`src/rtl/irqc_pkg.sv`:
```
package irqc_pkg;

    localparam int DATA_W = 8;
    localparam int LVL_W  = $clog2(DATA_W);

    // command word flags
    localparam int BIT_SETUP     = 4;
    localparam int BIT_OCW3      = 3;
    localparam int BIT_EOI       = 5;
    localparam int BIT_SPECIFIC  = 6;
    // setup word fields
    localparam int BIT_NEED_MODE = 0;
    localparam int BIT_SINGLE    = 1;
    // mode word field
    localparam int BIT_AUTO_EOI  = 1;

    localparam logic [DATA_W-1:0] CODE_READ_SVC = 8'h0B;
    localparam logic [DATA_W-1:0] VEC_KEEP      = 8'hF8;

    typedef enum logic [1:0] {
        ST_RUN  = 2'd0,
        ST_VEC  = 2'd1,
        ST_CASC = 2'd2,
        ST_MODE = 2'd3
    } setup_st_e;

    typedef enum logic [1:0] {
        CW_SETUP = 2'd0,
        CW_OCW3  = 2'd1,
        CW_OCW2  = 2'd2
    } cmd_kind_e;

    typedef struct packed {
        logic             eoi;
        logic             specific;
        logic [LVL_W-1:0] level;
    } eoi_cmd_t;

    function automatic cmd_kind_e classify(input logic [DATA_W-1:0] d);
        if (d[BIT_SETUP])     return CW_SETUP;
        else if (d[BIT_OCW3]) return CW_OCW3;
        else                  return CW_OCW2;
    endfunction

    function automatic eoi_cmd_t decode_eoi(input logic [DATA_W-1:0] d);
        eoi_cmd_t c;
        c.eoi      = d[BIT_EOI];
        c.specific = d[BIT_SPECIFIC];
        c.level    = d[LVL_W-1:0];
        return c;
    endfunction

    function automatic logic [DATA_W-1:0] clear_bits(input eoi_cmd_t c);
        logic [DATA_W-1:0] m;
        if (c.specific) begin
            m = '0;
            m[c.level] = 1'b1;
        end else begin
            m = '1;
        end
        return m;
    endfunction

    function automatic setup_st_e after_vector(input logic [DATA_W-1:0] cfg);
        if (!cfg[BIT_SINGLE])        return ST_CASC;
        else if (cfg[BIT_NEED_MODE]) return ST_MODE;
        else                         return ST_RUN;
    endfunction

endpackage

```
`src/rtl/irqc_init_seq.sv`:
```
module irqc_init_seq
    import irqc_pkg::*;
(
    input  logic              clk,
    input  logic              rst,
    input  logic              cmd_wr,
    input  logic              dat_wr,
    input  logic [DATA_W-1:0] wdata,
    output logic              in_init,
    output logic [DATA_W-1:0] cfg_q,
    output logic [DATA_W-1:0] vec_base,
    output logic              vec_ok,
    output logic [DATA_W-1:0] casc_q,
    output logic              casc_ok,
    output logic              auto_eoi
);

    setup_st_e st_q;
    logic      setup_hit;
    logic      word_in;

    assign setup_hit = cmd_wr && (classify(wdata) == CW_SETUP);
    assign word_in   = dat_wr && !cmd_wr;
    assign in_init   = (st_q != ST_RUN);

    always_ff @(posedge clk) begin
        if (rst) begin
            st_q     <= ST_RUN;
            cfg_q    <= '0;
            vec_base <= '0;
            vec_ok   <= 1'b0;
            casc_q   <= '0;
            casc_ok  <= 1'b0;
            auto_eoi <= 1'b0;
        end else if (setup_hit) begin
            st_q    <= ST_VEC;
            cfg_q   <= wdata;
            vec_ok  <= 1'b0;
            casc_ok <= 1'b0;
        end else if (word_in) begin
            unique case (st_q)
                ST_VEC: begin
                    vec_base <= wdata & VEC_KEEP;
                    vec_ok   <= 1'b1;
                    st_q     <= after_vector(cfg_q);
                end
                ST_CASC: begin
                    casc_q  <= wdata;
                    casc_ok <= 1'b1;
                    st_q    <= cfg_q[BIT_NEED_MODE] ? ST_MODE : ST_RUN;
                end
                ST_MODE: begin
                    if (wdata[BIT_AUTO_EOI]) auto_eoi <= 1'b1;
                    st_q <= ST_RUN;
                end
                default: ;
            endcase
        end
    end

    AST_SETUP_ENTERS: assert property (@(posedge clk) disable iff (rst)
        (cmd_wr && wdata[BIT_SETUP]) |=> (in_init && !vec_ok));

    AST_SINGLE_STOPS: assert property (@(posedge clk) disable iff (rst)
        (word_in && st_q == ST_VEC && cfg_q[BIT_SINGLE] && !cfg_q[BIT_NEED_MODE])
        |=> !in_init);

    AST_CASC_HOLDS: assert property (@(posedge clk) disable iff (rst)
        !in_init |=> $stable(casc_q));

    AST_AUTO_EOI_STICKY: assert property (@(posedge clk) disable iff (rst)
        auto_eoi |=> auto_eoi);

endmodule

```
`src/rtl/irqc_op_words.sv`:
```
module irqc_op_words
    import irqc_pkg::*;
(
    input  logic              clk,
    input  logic              rst,
    input  logic              cmd_wr,
    input  logic              dat_wr,
    input  logic [DATA_W-1:0] wdata,
    input  logic              in_init,
    input  logic [DATA_W-1:0] svc_in,
    output logic [DATA_W-1:0] mask_q,
    output logic [DATA_W-1:0] isr_upd,
    output logic              isr_upd_vld
);

    eoi_cmd_t eoi_c;
    logic     eoi_hit;

    assign eoi_c   = decode_eoi(wdata);
    assign eoi_hit = cmd_wr && (classify(wdata) == CW_OCW2) && eoi_c.eoi;

    always_ff @(posedge clk) begin
        if (rst) begin
            mask_q <= '0;
        end else if (dat_wr && !cmd_wr && !in_init) begin
            mask_q <= wdata;
        end
    end

    always_ff @(posedge clk) begin
        if (rst) begin
            isr_upd     <= '0;
            isr_upd_vld <= 1'b0;
        end else begin
            isr_upd_vld <= eoi_hit;
            if (eoi_hit) isr_upd <= svc_in & ~clear_bits(eoi_c);
        end
    end

    AST_MASK_FROZEN: assert property (@(posedge clk) disable iff (rst)
        in_init |=> $stable(mask_q));

    AST_EOI_ONLY_CLEARS: assert property (@(posedge clk) disable iff (rst)
        isr_upd_vld |-> ((isr_upd & ~$past(svc_in)) == '0));

endmodule

```
`src/rtl/irqc_read_port.sv`:
```
module irqc_read_port
    import irqc_pkg::*;
(
    input  logic              clk,
    input  logic              rst,
    input  logic              cmd_wr,
    input  logic              cmd_rd,
    input  logic              dat_rd,
    input  logic [DATA_W-1:0] wdata,
    input  logic [DATA_W-1:0] req_in,
    input  logic [DATA_W-1:0] svc_in,
    input  logic [DATA_W-1:0] mask_q,
    output logic [DATA_W-1:0] rdata,
    output logic              rd_vld
);

    logic svc_sel_q;

    always_ff @(posedge clk) begin
        if (rst) begin
            svc_sel_q <= 1'b0;
        end else if (cmd_wr && wdata == CODE_READ_SVC) begin
            svc_sel_q <= 1'b1;
        end else if (cmd_rd) begin
            svc_sel_q <= 1'b0;
        end
    end

    always_ff @(posedge clk) begin
        if (rst) begin
            rdata  <= '0;
            rd_vld <= 1'b0;
        end else begin
            rd_vld <= cmd_rd || dat_rd;
            if (cmd_rd)      rdata <= svc_sel_q ? svc_in : req_in;
            else if (dat_rd) rdata <= mask_q;
        end
    end

    AST_SELECT_ONE_SHOT: assert property (@(posedge clk) disable iff (rst)
        (cmd_rd && !cmd_wr) |=> !svc_sel_q);

    AST_READ_LATENCY: assert property (@(posedge clk) disable iff (rst)
        (cmd_rd || dat_rd) |=> rd_vld);

endmodule

```
`src/rtl/irqc_prog_front.sv`:
```
module irqc_prog_front
    import irqc_pkg::*;
(
    input  logic              clk,
    input  logic              rst,
    input  logic              cmd_wr,
    input  logic              cmd_rd,
    input  logic              dat_wr,
    input  logic              dat_rd,
    input  logic [DATA_W-1:0] wdata,
    input  logic [DATA_W-1:0] req_in,
    input  logic [DATA_W-1:0] svc_in,
    output logic [DATA_W-1:0] rdata,
    output logic              rd_vld,
    output logic [DATA_W-1:0] mask_q,
    output logic [DATA_W-1:0] vec_base,
    output logic              vec_ok,
    output logic [DATA_W-1:0] casc_q,
    output logic              casc_ok,
    output logic              auto_eoi,
    output logic              in_init,
    output logic [DATA_W-1:0] cfg_q,
    output logic [DATA_W-1:0] isr_upd,
    output logic              isr_upd_vld
);

    irqc_init_seq u_seq (
        .clk      (clk),
        .rst      (rst),
        .cmd_wr   (cmd_wr),
        .dat_wr   (dat_wr),
        .wdata    (wdata),
        .in_init  (in_init),
        .cfg_q    (cfg_q),
        .vec_base (vec_base),
        .vec_ok   (vec_ok),
        .casc_q   (casc_q),
        .casc_ok  (casc_ok),
        .auto_eoi (auto_eoi)
    );

    irqc_op_words u_ops (
        .clk         (clk),
        .rst         (rst),
        .cmd_wr      (cmd_wr),
        .dat_wr      (dat_wr),
        .wdata       (wdata),
        .in_init     (in_init),
        .svc_in      (svc_in),
        .mask_q      (mask_q),
        .isr_upd     (isr_upd),
        .isr_upd_vld (isr_upd_vld)
    );

    irqc_read_port u_rd (
        .clk    (clk),
        .rst    (rst),
        .cmd_wr (cmd_wr),
        .cmd_rd (cmd_rd),
        .dat_rd (dat_rd),
        .wdata  (wdata),
        .req_in (req_in),
        .svc_in (svc_in),
        .mask_q (mask_q),
        .rdata  (rdata),
        .rd_vld (rd_vld)
    );

    AST_ICW_NO_RESET_INIT: assert property (@(posedge clk)
        $past(rst) |-> (!in_init && mask_q == '0 && !auto_eoi));

endmodule

```
`config.mk`:
```
export PLATFORM = sky130hd
export DESIGN_NAME = irqc_prog_front
export DESIGN_NICKNAME = d
export VERILOG_FILES = /design/src/rtl/irqc_pkg.sv /design/src/rtl/irqc_init_seq.sv /design/src/rtl/irqc_op_words.sv /design/src/rtl/irqc_read_port.sv /design/src/rtl/irqc_prog_front.sv
export SDC_FILE = /design/constraint.sdc
export NUM_CORES = 1
export LEC_CHECK = 0
export BUFFER_PORTS_ARGS = -buffer_cell sky130_fd_sc_hd__buf_4
export CORE_ASPECT_RATIO = 1.1
export CORE_MARGIN = 2
export CORE_UTILIZATION = 38
export DETAILED_ROUTE_END_ITERATION = 7
export SETUP_SLACK_MARGIN = 0.1
export SLEW_MARGIN = 20
export SYNTH_ARGS = -nofsm -noshare
export SYNTH_HDL_FRONTEND = slang
export SYNTH_SLANG_ARGS = --single-unit
```
`constraint.sdc`:
```
create_clock -name clk -period 2.25 [get_ports clk]
set_input_delay 0.45 -clock clk [delete_from_list [all_inputs] [get_ports clk]]
set_output_delay 0.45 -clock clk [all_outputs]
set_load 0.01 [all_outputs]
```
==> parameters.txt, run 1 <==
Parameter                              Value

Outcome
  Status ... finished clean

STA
  Final Slew Violations ... 0
  Final critical-path share of the clock period ... 0.720
  Number of endpoints with negative hold slack in the final report ... 0
  Final setup skew ... between 0.008 and 0.009 ns
  Sum of negative setup slack ... 0 ns
  Slew @ Worst Pin ... 0.629 ns
  Min Hold Slack ... about 0.39 ns
  Final critical-path required period ... 1.62 ns
  Highest achievable clock rate ... 618 MHz
  Relative slew margins ... 0.580
  Final setup violation count ... 0
  RSZ-0062 raised after global routing ... false

Clock tree
  Clock tree buffer depth ... 2
  Clk_lat worst skew ... around 0.30 ns
  TritonCTS sink count ... 53
  Cts hold-fix bufs ... 0
  CTS tree ... yes
  Post-CTS Setup Inserts ... 0
  CTS Buf Count ... 5
  Clk Tree Root Cell ... sky130_fd_sc_hd__clkbuf_8
  Clock input transition at the sequential cells of the worst setup and hold paths ... 0.09 ns
  Maximum level of the CTS H-tree ... 2
  # resized after CTS ... 0

Worst setup path
  Chain of cells forming the critical path ... or2_2 -> buf_4
  Sort of element at the start of the critical path ... flop
  Largest stage delay, worst path ... 0.40 ns
  Highest-delay cell along the critical path ... sky130_fd_sc_hd__dfxtp_1
  Maximum fanout count along the critical path ... 9
  Type of the setup path with the least slack ... reg2out
  Buf+Inv Stages, Crit Path ... 1
  Required time of the critical path ... approximately 1.8 ns
  Crit. End Element ... output port
  Crit-path leading delay family ... flip-flops
  Arrival time at the worst endpoint ... 1.17 ns

Global routing
  Total global routing overflow ... 0
  Number of global-route vias before repair ... 1791
  Number of antenna violations at the first check in global routing ... 0
  Maximum number of pins on one net before global-route repair ... 49
  Global-route wire length before repair ... 9.10 mm
  All-layer global routing usage ... 0.175

Min path
  Class of the tightest hold or removal check ... in2reg

Power
  Total power after layout ... 1.74 mW
  Worst-case vdd ir drop ... 0.000323 V
  Leakage power of the design ... around 1.2 nW
  Power density of the placed cells ... 604 mW/mm²

Detailed routing
  Detailed Routing Iterations Pass 1 ... 4
  Number of remaining DRC errors ... 0
  Count of antenna-violating nets left after detailed routing ... 0
  Count of vias placed by the detailed router ... 1873
  Number of DRC markers in iteration 0 ... 53
  Vias per inst ... 4.96
  Avg WL per Cell ... 14.8 µm
  Final routed wirelength across all metal layers ... 5.61 mm

Synthesis
  Sequential element share of the synthesized area ... 0.475
  Ranking of synthesized cells by instance count ... 53 x sky130_fd_sc_hd__dfxtp_1, 32 x sky130_fd_sc_hd__nand2_1, 23 x sky130_fd_sc_hd__nor2_1, 21 x sky130_fd_sc_hd__mux2i_1, 18 x sky130_fd_sc_hd__a21oi_1
  Yosys warns ... 0
  Area share of the largest cell type after synthesis ... 0.475
  Synth top area cells ... sky130_fd_sc_hd__dfxtp_1 47%, sky130_fd_sc_hd__mux2i_1 9.4%, sky130_fd_sc_hd__a211oi_1 5.7%
  Post-synthesis cell type with the largest combined area ... sky130_fd_sc_hd__dfxtp_1
  Mean instance size in the synthesized netlist ... between 9 and 10 µm²
  Number of flops mapped to enable cells by yosys ... 0
  Library cell with the highest instance count after synthesis ... sky130_fd_sc_hd__dfxtp_1
  Post-synthesis sequential element count ... 53
  Mapped Area ... ~0.0022 mm²
  Async set-or-reset flop fraction in the synthesized netlist ... 0
  Most used flip-flop cell after synthesis ... sky130_fd_sc_hd__dfxtp_1
  Number of library cell types mapped by synthesis ... 37
  Post-Synthesis Cells ... about 230

Cells and area
  Share of cells above drive strength 1 ... 0.319
  Count of placed standard cells in the final layout, fillers left out ... 378
  Fillers ... around 600
  N_diodes ... 0
  Nets@finish ... 330
  Synth-to-layout area growth ... 29.2%

Placement
  Placer Congestion ... 0.761
  DP Wirelength ... 3.97 mm
  Post-Place Cells ... 370
  Port-buffer cells ... 80

Floorplanning
  Area of the die ... 0.00651 mm²
  Number of I/O pins ... 84
  Area of the core region ... around 0.0057 mm²
  Initial core utilization ... 0.390
  Overall die height ... 84.4 µm
  Number of core rows ... 29
  Die W ... 77.1 µm

Flow run
  Total of max-cap violations ... 0
-- layer usage --
layer / wire (µm) / vias up / GRT usage
li1: - / 939 / -
met1: 2570 / 881 / 0.232
met2: 2650 / 47 / 0.275
met3: 317 / 6 / 0.0484
met4: 72 / 0 / 0.0584
met5: 0 / - / 0
-- power breakdown --
group	total [mW]	switching (mW)	internal [mW]	leakage, nW
sequential	0.989	0.0205	0.968	0.432
combinational	0.232	0.120	0.112	0.690
clock	0.522	0.302	0.221	0.0385
-- cell type report --
class | count | area (µm²) | share of cell area
timing repair buffer | 80 | 601 | 0.208
tap | 77 | 96.3 | 0.0334
inverter | 1 | 3.75 | 0.00130
sequential | 53 | 1060 | 0.368
multi-input combinational | 159 | 1040 | 0.361
clock inverter | 1 | 7.51 | 0.00260
clock buffer | 7 | 76.3 | 0.0264
-- through the flow --
step	setup slack, ns	util	area (µm²)
final	0.631	0.503	2890
after global routing	0.581	0.503	2890
after CTS	0.616	0.503	2890
after detailed placement	0.679	0.489	2800
after global placement	0.683	0.489	2800
after floorplan	0.801	-	2240
-- kinds of logic after synthesis --
family          after synthesis  synth area share
compound gates               47             0.144
mux                          21            0.0941
other cells                   1           0.00168
flops                        53             0.475
simple gates                 88             0.223
buf+inv                      23            0.0627
-- state kept, by name (all words and copies together) (netlist names), 2 cells and up --
name            count
u_ops.isr_upd       8
u_seq.casc_q        8
u_rd.rdata          8
u_seq.st_q          2
u_ops.mask_q        8
u_seq.vec_base      5
u_seq.cfg_q         8
-- placed cells by master, fill, tap and decap left out, types with 2 or more instances in the layout --
cell,n
sky130_fd_sc_hd__buf_4,80
sky130_fd_sc_hd__dfxtp_1,53
sky130_fd_sc_hd__nand2_1,32
sky130_fd_sc_hd__nor2_1,23
sky130_fd_sc_hd__mux2i_1,21
sky130_fd_sc_hd__a21oi_1,18
sky130_fd_sc_hd__a211oi_1,17
sky130_fd_sc_hd__nor2b_1,9
sky130_fd_sc_hd__a32o_1,8
sky130_fd_sc_hd__clkbuf_8,5
sky130_fd_sc_hd__nand3b_1,3
sky130_fd_sc_hd__conb_1,3
sky130_fd_sc_hd__nand2b_1,2
sky130_fd_sc_hd__or3b_2,2
sky130_fd_sc_hd__nor3_1,2
sky130_fd_sc_hd__o21ai_0,2
sky130_fd_sc_hd__clkbuf_1,2
-- worst paths after layout --
kind,from,end,slack (ns),depth (start not counted)
setup / recovery,u_seq.st_q[0],in_init,0.63,2
hold / removal,svc_in[6],u_ops.isr_upd[6],0.39,2
setup reg to reg,u_seq.st_q[0],u_ops.mask_q[3],0.84,3
hold reg to reg,u_seq.cfg_q[6],u_seq.cfg_q[6],0.46,2
Note: power is estimated with default switching activity, not from simulation.
==> inputs of run 2 (changes only) <==
==> constraint.sdc (replaced) <==
create_clock -name clk -period 1.5 [get_ports clk]
set_input_delay 0.3 -clock clk [delete_from_list [all_inputs] [get_ports clk]]
set_output_delay 0.3 -clock clk [all_outputs]
set_load 0.01 [all_outputs]
==> run 2 against run 1 <==
Global-route usage hardly changed. Critical path depth is 1 higher. Sequential power is 50% higher. Final area is 4.1% higher. Highest routed layer unchanged. Count of clock-buffer cells in the layout is 1 lower.
==> parameters.txt, run 2 (synthesis results as in run 1) <==
Parameter                              Value

Outcome
  Status ... finished clean

Worst setup path
  Sort of element at the start of the critical path ... flop
  Crit. End Element ... output port
  Chain of cells forming the critical path ... buf_6 -> or2_4 -> buf_6
  Setup slack of the worst register-to-register path ... approximately 0.15 ns
  Largest stage delay, worst path ... between 0.3 and 0.4 ns
  Required time of the critical path ... 1.20 ns
  CP dominant cell by count ... sky130_fd_sc_hd__buf_6
  Highest-delay cell along the critical path ... sky130_fd_sc_hd__dfxtp_4
  Arrival time at the worst endpoint ... 1.09 ns
  Type of the setup path with the least slack ... reg2out
  Maximum fanout count along the critical path ... 3

Cells and area
  Synth-to-layout area growth ... 34.5%
  Commonest cells after routing, fill and taps aside ... 88 x sky130_fd_sc_hd__buf_4, 52 x sky130_fd_sc_hd__dfxtp_1, 32 x sky130_fd_sc_hd__nand2_1
  End-of-flow core utilization ... 0.524
  Count of placed standard cells in the final layout, fillers left out ... about 400
  Share of cells above drive strength 1 ... 0.353
  Nets@finish ... 341
  Most common library cell in the layout ignoring fill and taps ... sky130_fd_sc_hd__buf_4
  Final cell area excluding filler cells ... approximately 0.003 mm²
  N_diodes ... 0

STA
  Sum of negative setup slack ... 0 ns
  Final critical-path required period ... 1.39 ns
  RSZ-0062 raised after global routing ... true
  Post-route worst setup slack ... 0.112 ns
  Relative slew margins ... 0.602
  Final Slew Violations ... 0
  Final setup violation count ... 0
  Slew @ Worst Pin ... 0.595 ns
  Highest achievable clock rate ... 721 MHz
  Final critical-path share of the clock period ... 0.925
  Final setup skew ... 0.0105 ns
  Number of endpoints with negative hold slack in the final report ... 0
  Min Hold Slack ... 0.238 ns

Detailed routing
  Detailed Routing Iterations Pass 1 ... 4
  Vias per inst ... 4.82
  Number of DRC markers in iteration 0 ... 42
  Count of vias placed by the detailed router ... 1874
  Avg WL per Cell ... 14.3 µm
  Number of remaining DRC errors ... 0
  Final routed wirelength across all metal layers ... ~5.6 mm
  Count of antenna-violating nets left after detailed routing ... 0

Placement
  DP Wirelength ... slightly above 4 mm
  Placer Congestion ... 0.749
  Post-place instance area ... roughly 0.0029 mm²
  Post-Place Cells ... 378
  Port-buffer cells ... 80
  Worst-case setup slack after placement ... between 0.06 and 0.07 ns

Clock tree
  CTS Buf Count ... 5
  Clk Tree Root Cell ... sky130_fd_sc_hd__clkbuf_8
  Maximum level of the CTS H-tree ... 2
  Clk_lat worst skew ... 0.30 ns
  CTS tree ... yes
  Clock input transition at the sequential cells of the worst setup and hold paths ... 0.10 ns
  TritonCTS sink count ... 53
  Clock tree buffer depth ... 2

Power
  Total power after layout ... 2.65 mW
  Worst-case vdd ir drop ... ~0.00043 V
  Power density of the placed cells ... 880 mW/mm²
  Leakage power of the design ... ~1.2 nW

Floorplanning
  Die W ... slightly below 80 µm
  Initial core utilization ... 0.390
  Number of core rows ... 29
  Overall die height ... 84.4 µm
  Area of the die ... 0.00651 mm²
  Area of the core region ... 0.00573 mm²
  Number of I/O pins ... 84

Min path
  Class of the tightest hold or removal check ... in2reg

Flow run
  Total of max-cap violations ... 0

Global routing
  Global routing met1 resource utilization ... 0.243
  Number of global-route vias before repair ... approximately 1800
  Maximum number of pins on one net before global-route repair ... 20
  Busiest metal layer after global routing ... met2
  Global Route met2 Usage ... 0.268
  All-layer global routing usage ... 0.174
  Global-route wire length before repair ... 9.16 mm
  Number of antenna violations at the first check in global routing ... 0
  Global routing met3 resource utilization ... 0.0452
  Total global routing overflow ... 0
-- run 2: cell count changes in the layout (fill, tap and decap cells not counted), sizes merged --
cell,before,now
clkinv,0,1
clkinvlp,1,0
buf,80,91
inv,1,2
clkbuf,7,6
-- run 2: critical path, delay by kind of cell, from the launching register on --
kind          cells  cell delay (ns)
buf+inv           2             0.23
flops             1             0.35
simple gates      1             0.22
-- run 2: path summary, 6_finish.rpt --
path	from	end	cells past startpoint
hold reg to reg	u_seq.cfg_q[7]	u_seq.cfg_q[7]	2
setup reg to reg	u_seq.st_q[0]	u_ops.mask_q[4]	4
setup / recovery	u_seq.st_q[0]	in_init	3
hold / removal	svc_in[6]	u_ops.isr_upd[6]	2
-- run 2: layer usage --
metal / share of wire / vias up
li1: - / 963
met1: 0.46 / 861
met2: 0.48 / 48
met3: 0.047 / 2
met4: 0.0052 / 0
met5: 0 / -
-- run 2: repair_timing --
action	CTS	global route
gates resized for setup	5	2
setup buffers	1	2
pin swaps	0	2
hold buffers	0	0
endpoints found under the setup margin	1	12
-- run 2: power breakdown --
| group | switching (mW) | leakage (nW) | total, mW | internal [mW] |
|---|---|---|---|---|
| Clock | 0.454 | 0.0456 | 0.788 | 0.333 |
| Combinational | 0.187 | 0.753 | 0.378 | 0.191 |
| Sequential | 0.0285 | 0.432 | 1.48 | 1.45 |
-- run 2: layout make-up --
class / instances / area, µm²
multi-input cells: 159 / 1050
repair buffers: 91 / 703
clock inverters: 2 / 13.8
well taps: 77 / 96.3
inverters: 1 / 3.75
fillers: 565 / 2730
clock buffers: 6 / 72.6
flip-flops and latches: 53 / 1060
